File: src/rtl/gpio_bank_pkg.sv
package gpio_bank_pkg;

    localparam int BANK_PINS   = 30;
    localparam int BANK_DATA_W = 32;
    localparam int BANK_ADDR_W = 8;

    // Byte offsets decoded by software drivers
    localparam logic [15:0] OFS_DIR  = 16'h0000;
    localparam logic [15:0] OFS_POL  = 16'h0020;
    localparam logic [15:0] OFS_TYP  = 16'h0030;
    localparam logic [15:0] OFS_IEN  = 16'h0040;
    localparam logic [15:0] OFS_STS  = 16'h0050;
    localparam logic [15:0] OFS_FEN  = 16'h0060;
    localparam logic [15:0] OFS_DIN  = 16'h0070;
    localparam logic [15:0] OFS_DOUT = 16'h0080;

    typedef enum logic [3:0] {
        RID_DIR,
        RID_POL,
        RID_TYP,
        RID_IEN,
        RID_STS,
        RID_FEN,
        RID_DIN,
        RID_DOUT,
        RID_NONE
    } reg_id_t;

    typedef enum logic {
        TRIG_LEVEL = 1'b0,
        TRIG_EDGE  = 1'b1
    } trig_kind_t;

    function automatic reg_id_t decode_offset(input logic [15:0] ofs);
        reg_id_t id;
        case (ofs)
            OFS_DIR:  id = RID_DIR;
            OFS_POL:  id = RID_POL;
            OFS_TYP:  id = RID_TYP;
            OFS_IEN:  id = RID_IEN;
            OFS_STS:  id = RID_STS;
            OFS_FEN:  id = RID_FEN;
            OFS_DIN:  id = RID_DIN;
            OFS_DOUT: id = RID_DOUT;
            default:  id = RID_NONE;
        endcase
        return id;
    endfunction

endpackage

File: src/rtl/gpio_bank_sync.sv
module gpio_bank_sync #(
    parameter int W      = 30,
    parameter int STAGES = 2
) (
    input  logic         clk,
    input  logic         rst,
    input  logic [W-1:0] async_in,
    output logic [W-1:0] sync_out
);
    logic [W-1:0] stage_q [STAGES];

    genvar s;
    generate
        for (s = 0; s < STAGES; s++) begin : g_stage
            if (s == 0) begin : g_first
                always_ff @(posedge clk) begin
                    if (rst) stage_q[0] <= '0;
                    else     stage_q[0] <= async_in;
                end
            end else begin : g_next
                always_ff @(posedge clk) begin
                    if (rst) stage_q[s] <= '0;
                    else     stage_q[s] <= stage_q[s-1];
                end
            end
        end
    endgenerate

    assign sync_out = stage_q[STAGES-1];
endmodule

File: src/rtl/gpio_bank_trig.sv
module gpio_bank_trig #(
    parameter int W = 30
) (
    input  logic         clk,
    input  logic         rst,
    input  logic [W-1:0] level_now,
    input  logic [W-1:0] trig_type,
    input  logic [W-1:0] trig_pol,
    input  logic [W-1:0] fn_en,
    output logic [W-1:0] hit
);
    import gpio_bank_pkg::*;

    logic [W-1:0] level_prev_q;

    always_ff @(posedge clk) begin
        if (rst) level_prev_q <= '0;
        else     level_prev_q <= level_now;
    end

    genvar p;
    generate
        for (p = 0; p < W; p++) begin : g_pin
            logic lvl_match;
            logic rise;
            logic fall;
            logic edge_match;
            always_comb begin
                lvl_match  = (level_now[p] == trig_pol[p]);
                rise       = level_now[p] & ~level_prev_q[p];
                fall       = ~level_now[p] & level_prev_q[p];
                edge_match = trig_pol[p] ? rise : fall;
                if (!fn_en[p])
                    hit[p] = 1'b0;
                else if (trig_kind_t'(trig_type[p]) == TRIG_EDGE)
                    hit[p] = edge_match;
                else
                    hit[p] = lvl_match;
            end
        end
    endgenerate
endmodule

File: src/rtl/gpio_bank_regs.sv
module gpio_bank_regs #(
    parameter int W  = 30,
    parameter int DW = 32,
    parameter int AW = 8
) (
    input  logic          clk,
    input  logic          rst,
    input  logic          bus_wr,
    input  logic          bus_rd,
    input  logic [AW-1:0] bus_addr,
    input  logic [DW-1:0] bus_wdata,
    output logic [DW-1:0] bus_rdata,
    input  logic [W-1:0]  din_view,
    input  logic [W-1:0]  hit,
    output logic [W-1:0]  dir_q,
    output logic [W-1:0]  pol_q,
    output logic [W-1:0]  typ_q,
    output logic [W-1:0]  ien_q,
    output logic [W-1:0]  fen_q,
    output logic [W-1:0]  dout_q,
    output logic [W-1:0]  sts_q
);
    import gpio_bank_pkg::*;

    reg_id_t      sel;
    logic [W-1:0] wbits;
    logic [W-1:0] rd_mux;
    logic [W-1:0] sts_keep;

    assign sel   = decode_offset(16'(bus_addr));
    assign wbits = bus_wdata[W-1:0];

    always_ff @(posedge clk) begin
        if (rst) begin
            dir_q  <= '1;
            pol_q  <= '0;
            typ_q  <= '0;
            ien_q  <= '0;
            fen_q  <= '0;
            dout_q <= '0;
        end else if (bus_wr) begin
            case (sel)
                RID_DIR:  dir_q  <= wbits;
                RID_POL:  pol_q  <= wbits;
                RID_TYP:  typ_q  <= wbits;
                RID_IEN:  ien_q  <= wbits;
                RID_FEN:  fen_q  <= wbits;
                RID_DOUT: dout_q <= wbits;
                default: ;
            endcase
        end
    end

    // zero-written bits drop, new triggers win
    always_comb begin
        sts_keep = sts_q;
        if (bus_wr && sel == RID_STS) sts_keep = sts_q & wbits;
    end

    always_ff @(posedge clk) begin
        if (rst) sts_q <= '0;
        else     sts_q <= sts_keep | hit;
    end

    always_comb begin
        case (sel)
            RID_DIR:  rd_mux = dir_q;
            RID_POL:  rd_mux = pol_q;
            RID_TYP:  rd_mux = typ_q;
            RID_IEN:  rd_mux = ien_q;
            RID_STS:  rd_mux = sts_q;
            RID_FEN:  rd_mux = fen_q;
            RID_DIN:  rd_mux = din_view;
            RID_DOUT: rd_mux = dout_q;
            default:  rd_mux = '0;
        endcase
    end

    always_ff @(posedge clk) begin
        if (rst)         bus_rdata <= '0;
        else if (bus_rd) bus_rdata <= DW'(rd_mux);
    end
endmodule

File: src/rtl/gpio_irq_bank.sv
module gpio_irq_bank #(
    parameter int NUM_PINS   = gpio_bank_pkg::BANK_PINS,
    parameter int DATA_W     = gpio_bank_pkg::BANK_DATA_W,
    parameter int ADDR_W     = gpio_bank_pkg::BANK_ADDR_W,
    parameter int SYNC_DEPTH = 2
) (
    input  logic                clk,
    input  logic                rst,
    input  logic                bus_wr,
    input  logic                bus_rd,
    input  logic [ADDR_W-1:0]   bus_addr,
    input  logic [DATA_W-1:0]   bus_wdata,
    output logic [DATA_W-1:0]   bus_rdata,
    input  logic [NUM_PINS-1:0] pad_in,
    output logic [NUM_PINS-1:0] pad_out,
    output logic [NUM_PINS-1:0] pad_oe,
    output logic                irq
);
    logic [NUM_PINS-1:0] pad_sync;
    logic [NUM_PINS-1:0] din_view;
    logic [NUM_PINS-1:0] hit;
    logic [NUM_PINS-1:0] dir_q, pol_q, typ_q, ien_q, fen_q, dout_q, sts_q;

    gpio_bank_sync #(.W(NUM_PINS), .STAGES(SYNC_DEPTH)) u_sync (
        .clk      (clk),
        .rst      (rst),
        .async_in (pad_in),
        .sync_out (pad_sync)
    );

    gpio_bank_trig #(.W(NUM_PINS)) u_trig (
        .clk       (clk),
        .rst       (rst),
        .level_now (pad_sync),
        .trig_type (typ_q),
        .trig_pol  (pol_q),
        .fn_en     (fen_q),
        .hit       (hit)
    );

    gpio_bank_regs #(.W(NUM_PINS), .DW(DATA_W), .AW(ADDR_W)) u_regs (
        .clk       (clk),
        .rst       (rst),
        .bus_wr    (bus_wr),
        .bus_rd    (bus_rd),
        .bus_addr  (bus_addr),
        .bus_wdata (bus_wdata),
        .bus_rdata (bus_rdata),
        .din_view  (din_view),
        .hit       (hit),
        .dir_q     (dir_q),
        .pol_q     (pol_q),
        .typ_q     (typ_q),
        .ien_q     (ien_q),
        .fen_q     (fen_q),
        .dout_q    (dout_q),
        .sts_q     (sts_q)
    );

    assign din_view = pad_sync & fen_q;
    assign pad_oe   = fen_q & ~dir_q;
    assign pad_out  = dout_q & pad_oe;
    assign irq      = |(sts_q & ien_q);
endmodule

File: config.mk
export PLATFORM = sky130hd
export DESIGN_NAME = gpio_irq_bank
export DESIGN_NICKNAME = d
export VERILOG_FILES = /design/src/rtl/gpio_bank_pkg.sv /design/src/rtl/gpio_bank_sync.sv /design/src/rtl/gpio_bank_trig.sv /design/src/rtl/gpio_bank_regs.sv /design/src/rtl/gpio_irq_bank.sv
export SDC_FILE = /design/constraint.sdc
export NUM_CORES = 1
export LEC_CHECK = 0
export BUFFER_PORTS_ARGS = -buffer_cell sky130_fd_sc_hd__buf_4
export CAP_MARGIN = 15
export CELL_PAD_IN_SITES_DETAIL_PLACEMENT = 1
export CELL_PAD_IN_SITES_GLOBAL_PLACEMENT = 1
export CORE_MARGIN = 8
export CORE_UTILIZATION = 45
export CTS_BUF_LIST = sky130_fd_sc_hd__clkbuf_4 sky130_fd_sc_hd__clkbuf_8 sky130_fd_sc_hd__clkbuf_16
export DETAILED_ROUTE_END_ITERATION = 16
export GPL_ROUTABILITY_DRIVEN = 1
export PLACE_DENSITY = 0.83
export SYNTH_ARGS = -nofsm -noshare
export SYNTH_HDL_FRONTEND = slang
export SYNTH_HIERARCHICAL = 1
export SYNTH_SLANG_ARGS = --single-unit
File: constraint.sdc
create_clock -name clk -period 2.8 [get_ports clk]
set_clock_uncertainty 0.05 [all_clocks]
set_input_delay 0.28 -clock clk [delete_from_list [all_inputs] [get_ports clk]]
set_output_delay 0.28 -clock clk [all_outputs]
set_load 0.02 [all_outputs]
==> results.txt, run 1 <==
----------------------------------------------------
[Synthesis]
  Number of distinct library cell variants in the gate-level netlist after synthesis ... 40
  Ys flop type ... sky130_fd_sc_hd__dfxtp_1
  Synth Instances ... 1634
  Cell type with the highest aggregate area in the netlist ... sky130_fd_sc_hd__dfxtp_1
  Seq cells post-synth ... 330
  Share of async-settable or async-resettable flops after synthesis ... 0%
  Mean cell area of the mapped netlist ... 8.694 sq um
  Share of the yosys chip area belonging to registers ... 46.50%
  Fraction of post-synthesis cell area in the top cell type by area ... 46.50%
  Area contributors post-synth ... sky130_fd_sc_hd__dfxtp_1 47%, sky130_fd_sc_hd__nand2_1 7.9%, sky130_fd_sc_hd__a21oi_1 6.3%, sky130_fd_sc_hd__mux2i_1 6.3%, sky130_fd_sc_hd__nor2b_1 5.9%
  Post-Synthesis Cell Area ... 14210 sq um
  Post-synth EDFFs ... 0
  YS warnings ... 6

[Floorplanning]
  Floorplan die area ... 37510 sq um
  Floorplan row count ... 65
  Die Y ... 193.7 microns
  Initial cell density of the core ... 45.37%
  Horizontal die dimension ... 193.7 microns
  Placeable Area ... 31310 sq um
  Number of top-level pins ... 167

[STA]
  Slew Limit Fails ... 0
  Slew HR ... 42.56%
  Final total negative setup slack ... 0 ns
  Shortest clock period the worst path allows after layout ... 2.508 ns
  Highest Clock Rate ... 0.3987 GHz
  Hold violation count in the final report ... 0
  Measured slew at the worst slew-check pin ... 0.8616 ns
  Setup-violating endpoint count in the final report ... 0
  Final worst setup slack ... 0.2916 ns
  Unrepaired setup endpoints after global routing ... false
  Final hold slack ... 0.01019 ns
  Post-route clock period utilization ... 89.59%

[Global route]
  Via count of the first global-routing pass ... 13.97k
  Wire length of the first global-routing pass ... 80400 microns
  Antenna violations before repair ... 1
  Global-route congestion overflow total ... 0
  Met3 global-route usage ... 5.207%
  Met2 Use GR ... 46.02%
  Met1 Use GR ... 32.67%
  Global routing's busiest layer ... met2
  GR Util All Layers ... 26.84%
  Maximum number of pins on one net before global-route repair ... 136

[Setup path]
  Arrival time at the worst endpoint ... 2.18 ns
  Reg-to-reg startpoint ... u_sync/stage_q[1][12]
  CP Capture Type ... output port
  Worst-path maximum fanout ... 3
  Crit. Startpoint ... u_regs/sts_q[2]
  Setup crit end ... irq
  Endpoint required time on the critical path ... 2.47 ns
  Category of the worst setup path launch point ... flop
  Endpoint of the worst-slack reg-to-reg timing path ... u_regs/bus_rdata[12]
  Category of the most critical setup path ... flop to output port
  Number of cells traversed by the worst register-to-register path ... 4
  Register-to-Register Setup Slack ... 1.15 ns

[Finish]
  Net count reported at finish ... 1892
  Number of inserted filler cells in the final layout ... 3639
  Area delta synth->final ... 23.29%
  End-of-flow core utilization ... 55.94%
  Antenna Diode Count ... 0
  Most common library cell in the layout ignoring fill and taps ... sky130_fd_sc_hd__dfxtp_1
  Most used cells in the layout excluding fill and tap cells ... 330 x sky130_fd_sc_hd__dfxtp_1, 300 x sky130_fd_sc_hd__nand2_1, 206 x sky130_fd_sc_hd__buf_4
  Layout cells sized above 1 ... 17.68%
  Design Area, Final ... 17510 sq um

[CTS]
  CTS Buffer Depth ... 3
  Clock latency at the later pin of the worst-skew pair ... 0.52 ns
  Clock tree root buffer cell ... sky130_fd_sc_hd__clkbuf_16
  TritonCTS Buffers ... 37
  Number of cells upsized or downsized after cts ... 0
  Post-CTS clock slew at the launch and capture registers of the worst setup and hold paths ... 0.06 ns
  CTS tree ... built
  H-tree depth ... 2
  Sinks on the clock net ... 330

[Detailed routing]
  Overall via count from detail_route ... 13.31k
  Avg Vias per Cell ... 5.925
  Total detailed-routing wirelength ... 52790 microns
  Remaining design rule violation count ... 0
  Drt wl/cell ... 23.51 microns
  Initial DRT Pass Iterations ... 6
  Initial drt markers ... 1221
  Number of antenna-violating nets in the routed design ... 0

[Placed design]
  Post-place instance area ... 15780 sq um
  Dpl hpwl ... 33050 microns
  Final weighted congestion in routability-driven placement ... 0.8487
  Post-placement setup slack ... 0.5469 ns
  Number of buffers added on ports ... 162

[Power]
  Leakage ... 0.007210 uW
  Maximum vdd ir drop ... 0.4318 mV
  Power per cell area ... 593.6 nW/um^2

[Hold path]
  Type of the worst min-delay path ... input port to flop

[Status]
  Result of the run ... finished, final reports clean

[Job]
  Max capacitance violation total ... 0

----------------------------------------------------
-- stage by stage --
step	std cells	power, uW
5_1_grt	2246	10700
4_1_cts	2246	10450
2_1_floorplan	1635	5111
3_5_place_dp	2135	5357
6_report	2246	10400
3_3_place_gp	2135	5344
-- critical path: stages, from the launching register on --
cell                      delay, ns
sky130_fd_sc_hd__dfxtp_1       0.34
sky130_fd_sc_hd__a22oi_1       0.39
sky130_fd_sc_hd__nand3_1       0.15
sky130_fd_sc_hd__or4_1         0.58
sky130_fd_sc_hd__buf_4         0.20
-- metal layers --
metal / vias to the layer above / routed length, microns / part of all wire (%)
met2: 654 / 25520 / 48
met3: 132 / 4712 / 8.9
met4: 2 / 1796 / 3.4
li1: 5965 / - / -
met1: 6554 / 20760 / 39
met5: - / 11 / 0.021
-- flip-flops by register name, summed over array words and instances (netlist names) --
| name | count |
|---|---|
| u_regs/fen_q | 30 |
| u_regs/dir_q | 30 |
| u_trig/level_prev_q | 30 |
| u_sync/stage_q | 60 |
| u_regs/pol_q | 30 |
| u_regs/typ_q | 30 |
| u_regs/dout_q | 30 |
| u_regs/sts_q | 30 |
| u_regs/bus_rdata | 30 |
| u_regs/ien_q | 30 |
-- where the power goes --
| group | leakage, uW | internal (uW) | switching [uW] |
|---|---|---|---|
| clock | 0.000645 | 3120 | 1950 |
| sequential | 0.00267 | 4750 | 39.0 |
| combinational | 0.00389 | 204 | 325 |
-- cell usage after synthesis, types with 2 or more instances --
cell type                  count
sky130_fd_sc_hd__o21ai_0      30
sky130_fd_sc_hd__and4_1        2
sky130_fd_sc_hd__buf_1         2
sky130_fd_sc_hd__clkbuf_1     48
sky130_fd_sc_hd__mux2_1       28
sky130_fd_sc_hd__nor2b_2      20
sky130_fd_sc_hd__mux2i_1      90
sky130_fd_sc_hd__buf_4        14
sky130_fd_sc_hd__a22oi_1      14
sky130_fd_sc_hd__nand3_1      32
sky130_fd_sc_hd__a21oi_1     180
sky130_fd_sc_hd__inv_1        33
sky130_fd_sc_hd__buf_6         3
sky130_fd_sc_hd__nor2b_1     135
sky130_fd_sc_hd__nor2_1       94
sky130_fd_sc_hd__and2_1       61
sky130_fd_sc_hd__buf_2        43
sky130_fd_sc_hd__a222oi_1     29
sky130_fd_sc_hd__nor3_2       20
sky130_fd_sc_hd__and3_1        2
sky130_fd_sc_hd__dfxtp_1     330
sky130_fd_sc_hd__nand2_1     300
sky130_fd_sc_hd__nor3_1       11
sky130_fd_sc_hd__o21a_1       30
sky130_fd_sc_hd__o221ai_1     29
sky130_fd_sc_hd__mux2_2        3
sky130_fd_sc_hd__a22o_1       29
sky130_fd_sc_hd__nand4_1      10
-- what timing repair did --
| action | CTS | global route |
|---|---|---|
| hold buffers | 46 | 0 |
| endpoints found under the hold margin | 60 | 0 |
| buffers inserted | 0 | 0 |
-- area by class of cell --
class,instances,area [sq um],area share (%)
clock buffers,57,1155,6.594
clock inverters,8,122.6,0.7001
inverters,33,123.9,0.7072
multi-input cells,1162,6963,39.76
flip-flops and latches,330,6606,37.72
well taps,402,503.0,2.872
repair buffers,254,2041,11.65
-- logic make-up (layout without fill, tap and decap cells) --
family	Yosys count	in the layout	synth area share, %
AND/OR/NAND/NOR	692	692	24.26
AO/OA/AOI/OAI	347	347	15.72
flip-flops	330	330	46.50
buffers and inverters	143	352	4.686
multiplexers	121	121	8.799
other	1	2	0.02640
-- worst min path at each step --
stage                                  to  slack (ns)  depth (start not counted)             startpoint
floorplan                 u_regs/dir_q[0]        0.35                          2           bus_wdata[0]
global placement    u_sync/stage_q[1][20]        0.37                          1  u_sync/stage_q[0][20]
detailed placement   u_sync/stage_q[1][0]        0.38                          1   u_sync/stage_q[0][0]
CTS                      u_regs/dir_q[22]      0.0002                          3          bus_wdata[22]
global route              u_regs/pol_q[3]       0.007                          3           bus_wdata[3]
finish                   u_regs/dir_q[22]        0.01                          3          bus_wdata[22]
No activity file was read; power rests on OpenSTA's default activity.
==> run 2, diff against run 1 <==
REMOVE_ABC_BUFFERS = 1   (was not set)
==> run 2 against run 1 <==
Sequential share of layout area about the same. Power decreased by 3.1%. Die area stayed put. Design area about the same. Largest power group is now sequential cells.
==> results.txt, run 2 (synthesis gave the netlist of run 1 again) <==
----------------------------------------------------
[CTS]
  Number of cells upsized or downsized after cts ... 0
  Clock tree root buffer cell ... sky130_fd_sc_hd__clkbuf_16
  H-tree depth ... 2
  Sinks on the clock net ... 330
  Number of buffers inserted by post-CTS setup repair ... 0
  Number of buffers added to fix hold violations after cts ... 49
  CTS Buffer Depth ... 3
  Post-CTS clock slew at the launch and capture registers of the worst setup and hold paths ... 0.06 ns
  CTS tree ... built
  TritonCTS Buffers ... 37
  Clock latency at the later pin of the worst-skew pair ... 0.52 ns

[Global route]
  GR Util All Layers ... 26.60%
  Global-route congestion overflow total ... 0
  Wire length of the first global-routing pass ... 80100 microns
  Maximum number of pins on one net before global-route repair ... 104
  Antenna violations before repair ... 0
  Via count of the first global-routing pass ... 14.07k

[Finish]
  End-of-flow core utilization ... 55.99%
  Most used cells in the layout excluding fill and tap cells ... 330 x sky130_fd_sc_hd__dfxtp_1, 300 x sky130_fd_sc_hd__nand2_1, 204 x sky130_fd_sc_hd__buf_4
  Most flops, register ... u_sync/stage_q
  Layout cells sized above 1 ... 17.61%
  Antenna Diode Count ... 0
  Most common library cell in the layout ignoring fill and taps ... sky130_fd_sc_hd__dfxtp_1
  Number of inserted filler cells in the final layout ... 3618
  Net count reported at finish ... 1896
  Area taken by multi-input logic gates ... 6989 sq um
  Storage element area ... 6606 sq um
  Area delta synth->final ... 23.40%
  Number of flip-flops under the largest register name ... 60

[Placed design]
  Post-placement setup slack ... 0.6910 ns
  Dpl hpwl ... 32320 microns
  Number of buffers added on ports ... 162
  Final weighted congestion in routability-driven placement ... 0.8310

[Floorplanning]
  Initial cell density of the core ... 45.37%
  Placeable Area ... 31310 sq um
  Die Y ... 193.7 microns
  Horizontal die dimension ... 193.7 microns
  Floorplan die area ... 37510 sq um
  Number of top-level pins ... 167
  Floorplan row count ... 65

[STA]
  Final total negative setup slack ... 0 ns
  Hold violation count in the final report ... 0
  Measured slew at the worst slew-check pin ... 0.7736 ns
  Setup-violating endpoint count in the final report ... 0
  Slew HR ... 48.43%
  Highest Clock Rate ... 0.3737 GHz
  Slew Limit Fails ... 0
  Unrepaired setup endpoints after global routing ... false
  Shortest clock period the worst path allows after layout ... 2.676 ns
  Final worst setup slack ... 0.1239 ns
  Post-route clock period utilization ... 95.58%

[Detailed routing]
  Overall via count from detail_route ... 13.12k
  Initial DRT Pass Iterations ... 9
  Remaining design rule violation count ... 0
  Total detailed-routing wirelength ... 51720 microns
  Avg Vias per Cell ... 5.834
  Number of antenna-violating nets in the routed design ... 0
  Drt wl/cell ... 23.01 microns
  Initial drt markers ... 1106

[Setup path]
  Category of the most critical setup path ... flop to output port
  Worst-path maximum fanout ... 3
  CP Capture Type ... output port
  CP max stage cell ... sky130_fd_sc_hd__or4_1
  Cell Chain, Critical Path ... a22oi_1, nand4_1, or4_1, buf_4
  Category of the worst setup path launch point ... flop
  Arrival time at the worst endpoint ... 2.35 ns
  Peak per-stage delay on the critical path ... 0.62 ns
  Endpoint required time on the critical path ... 2.47 ns
  Number of cells traversed by the worst register-to-register path ... 4

[Power]
  Power per cell area ... 574.9 nW/um^2
  Leakage ... 0.007197 uW
  Maximum vdd ir drop ... 0.3810 mV

[Job]
  Max capacitance violation total ... 0

[Hold path]
  Type of the worst min-delay path ... input port to flop
  Hold depth ... 3

[Status]
  Result of the run ... finished, final reports clean

----------------------------------------------------
[run 2: cell types whose count changed in the layout (fill, tap and decap cells not counted), sizes merged]
| cell | before | now |
|---|---|---|
| bufinv | 3 | 0 |
| clkinv | 3 | 6 |
| dlygate4sd3 | 46 | 49 |
| clkbuf | 58 | 56 |
| buf | 207 | 208 |
| clkinvlp | 0 | 1 |
| inv | 35 | 34 |
[run 2: layout make-up]
cell class,count,share of cell area (%)
inverter,33,0.7066
timing repair buffer,258,12.07
sequential,330,37.68
clock buffer,55,6.473
tap,402,2.869
multi-input combinational,1162,39.87
clock inverter,8,0.3283
[run 2: stage by stage]
stage / cells / power [uW] / hold WS [ns] / area (sq um)
finish: 2248 / 10080 / 0.01471 / 17530
global route: 2248 / 10380 / 0.01124 / 17530
CTS: 2248 / 10150 / 0.0008994 / 17530
detailed placement: 2136 / 5367 / 0.3758 / 15850
global placement: 2136 / 5356 / 0.3676 / 15850
floorplan: 1525 / 5013 / 0.2991 / 13670
[run 2: where the power goes]
group / total [uW] / switching, uW / internal (uW) / leakage, uW
combinational: 543 / 330 / 213 / 0.00392
clock: 4750 / 1940 / 2810 / 0.000601
sequential: 4790 / 37.8 / 4750 / 0.00267
[run 2: worst paths after layout]
kind / end / from / slack, ns
worst min-delay path: u_regs/typ_q[11] / bus_wdata[11] / 0.01
worst max register to register: u_regs/bus_rdata[3] / u_regs/fen_q[3] / 1.24
worst min register to register: u_sync/stage_q[1][0] / u_sync/stage_q[0][0] / 0.38
worst max-delay path: irq / u_regs/sts_q[1] / 0.12
[run 2: layer usage]
layer	global-route usage, %	vias to the layer above	share of wire, %
li1	-	5968	-
met1	32.12	6498	41
met2	45.85	502	48
met3	4.564	147	6.6
met4	12.00	0	4.4
met5	0	-	0
[run 2: critical path: cells and delay by family, from the launching register on]
kind | cells | cell delay [ns]
buffers and inverters | 1 | 0.20
flip-flops | 1 | 0.32
AND/OR/NAND/NOR | 2 | 0.81
AO/OA/AOI/OAI | 1 | 0.49
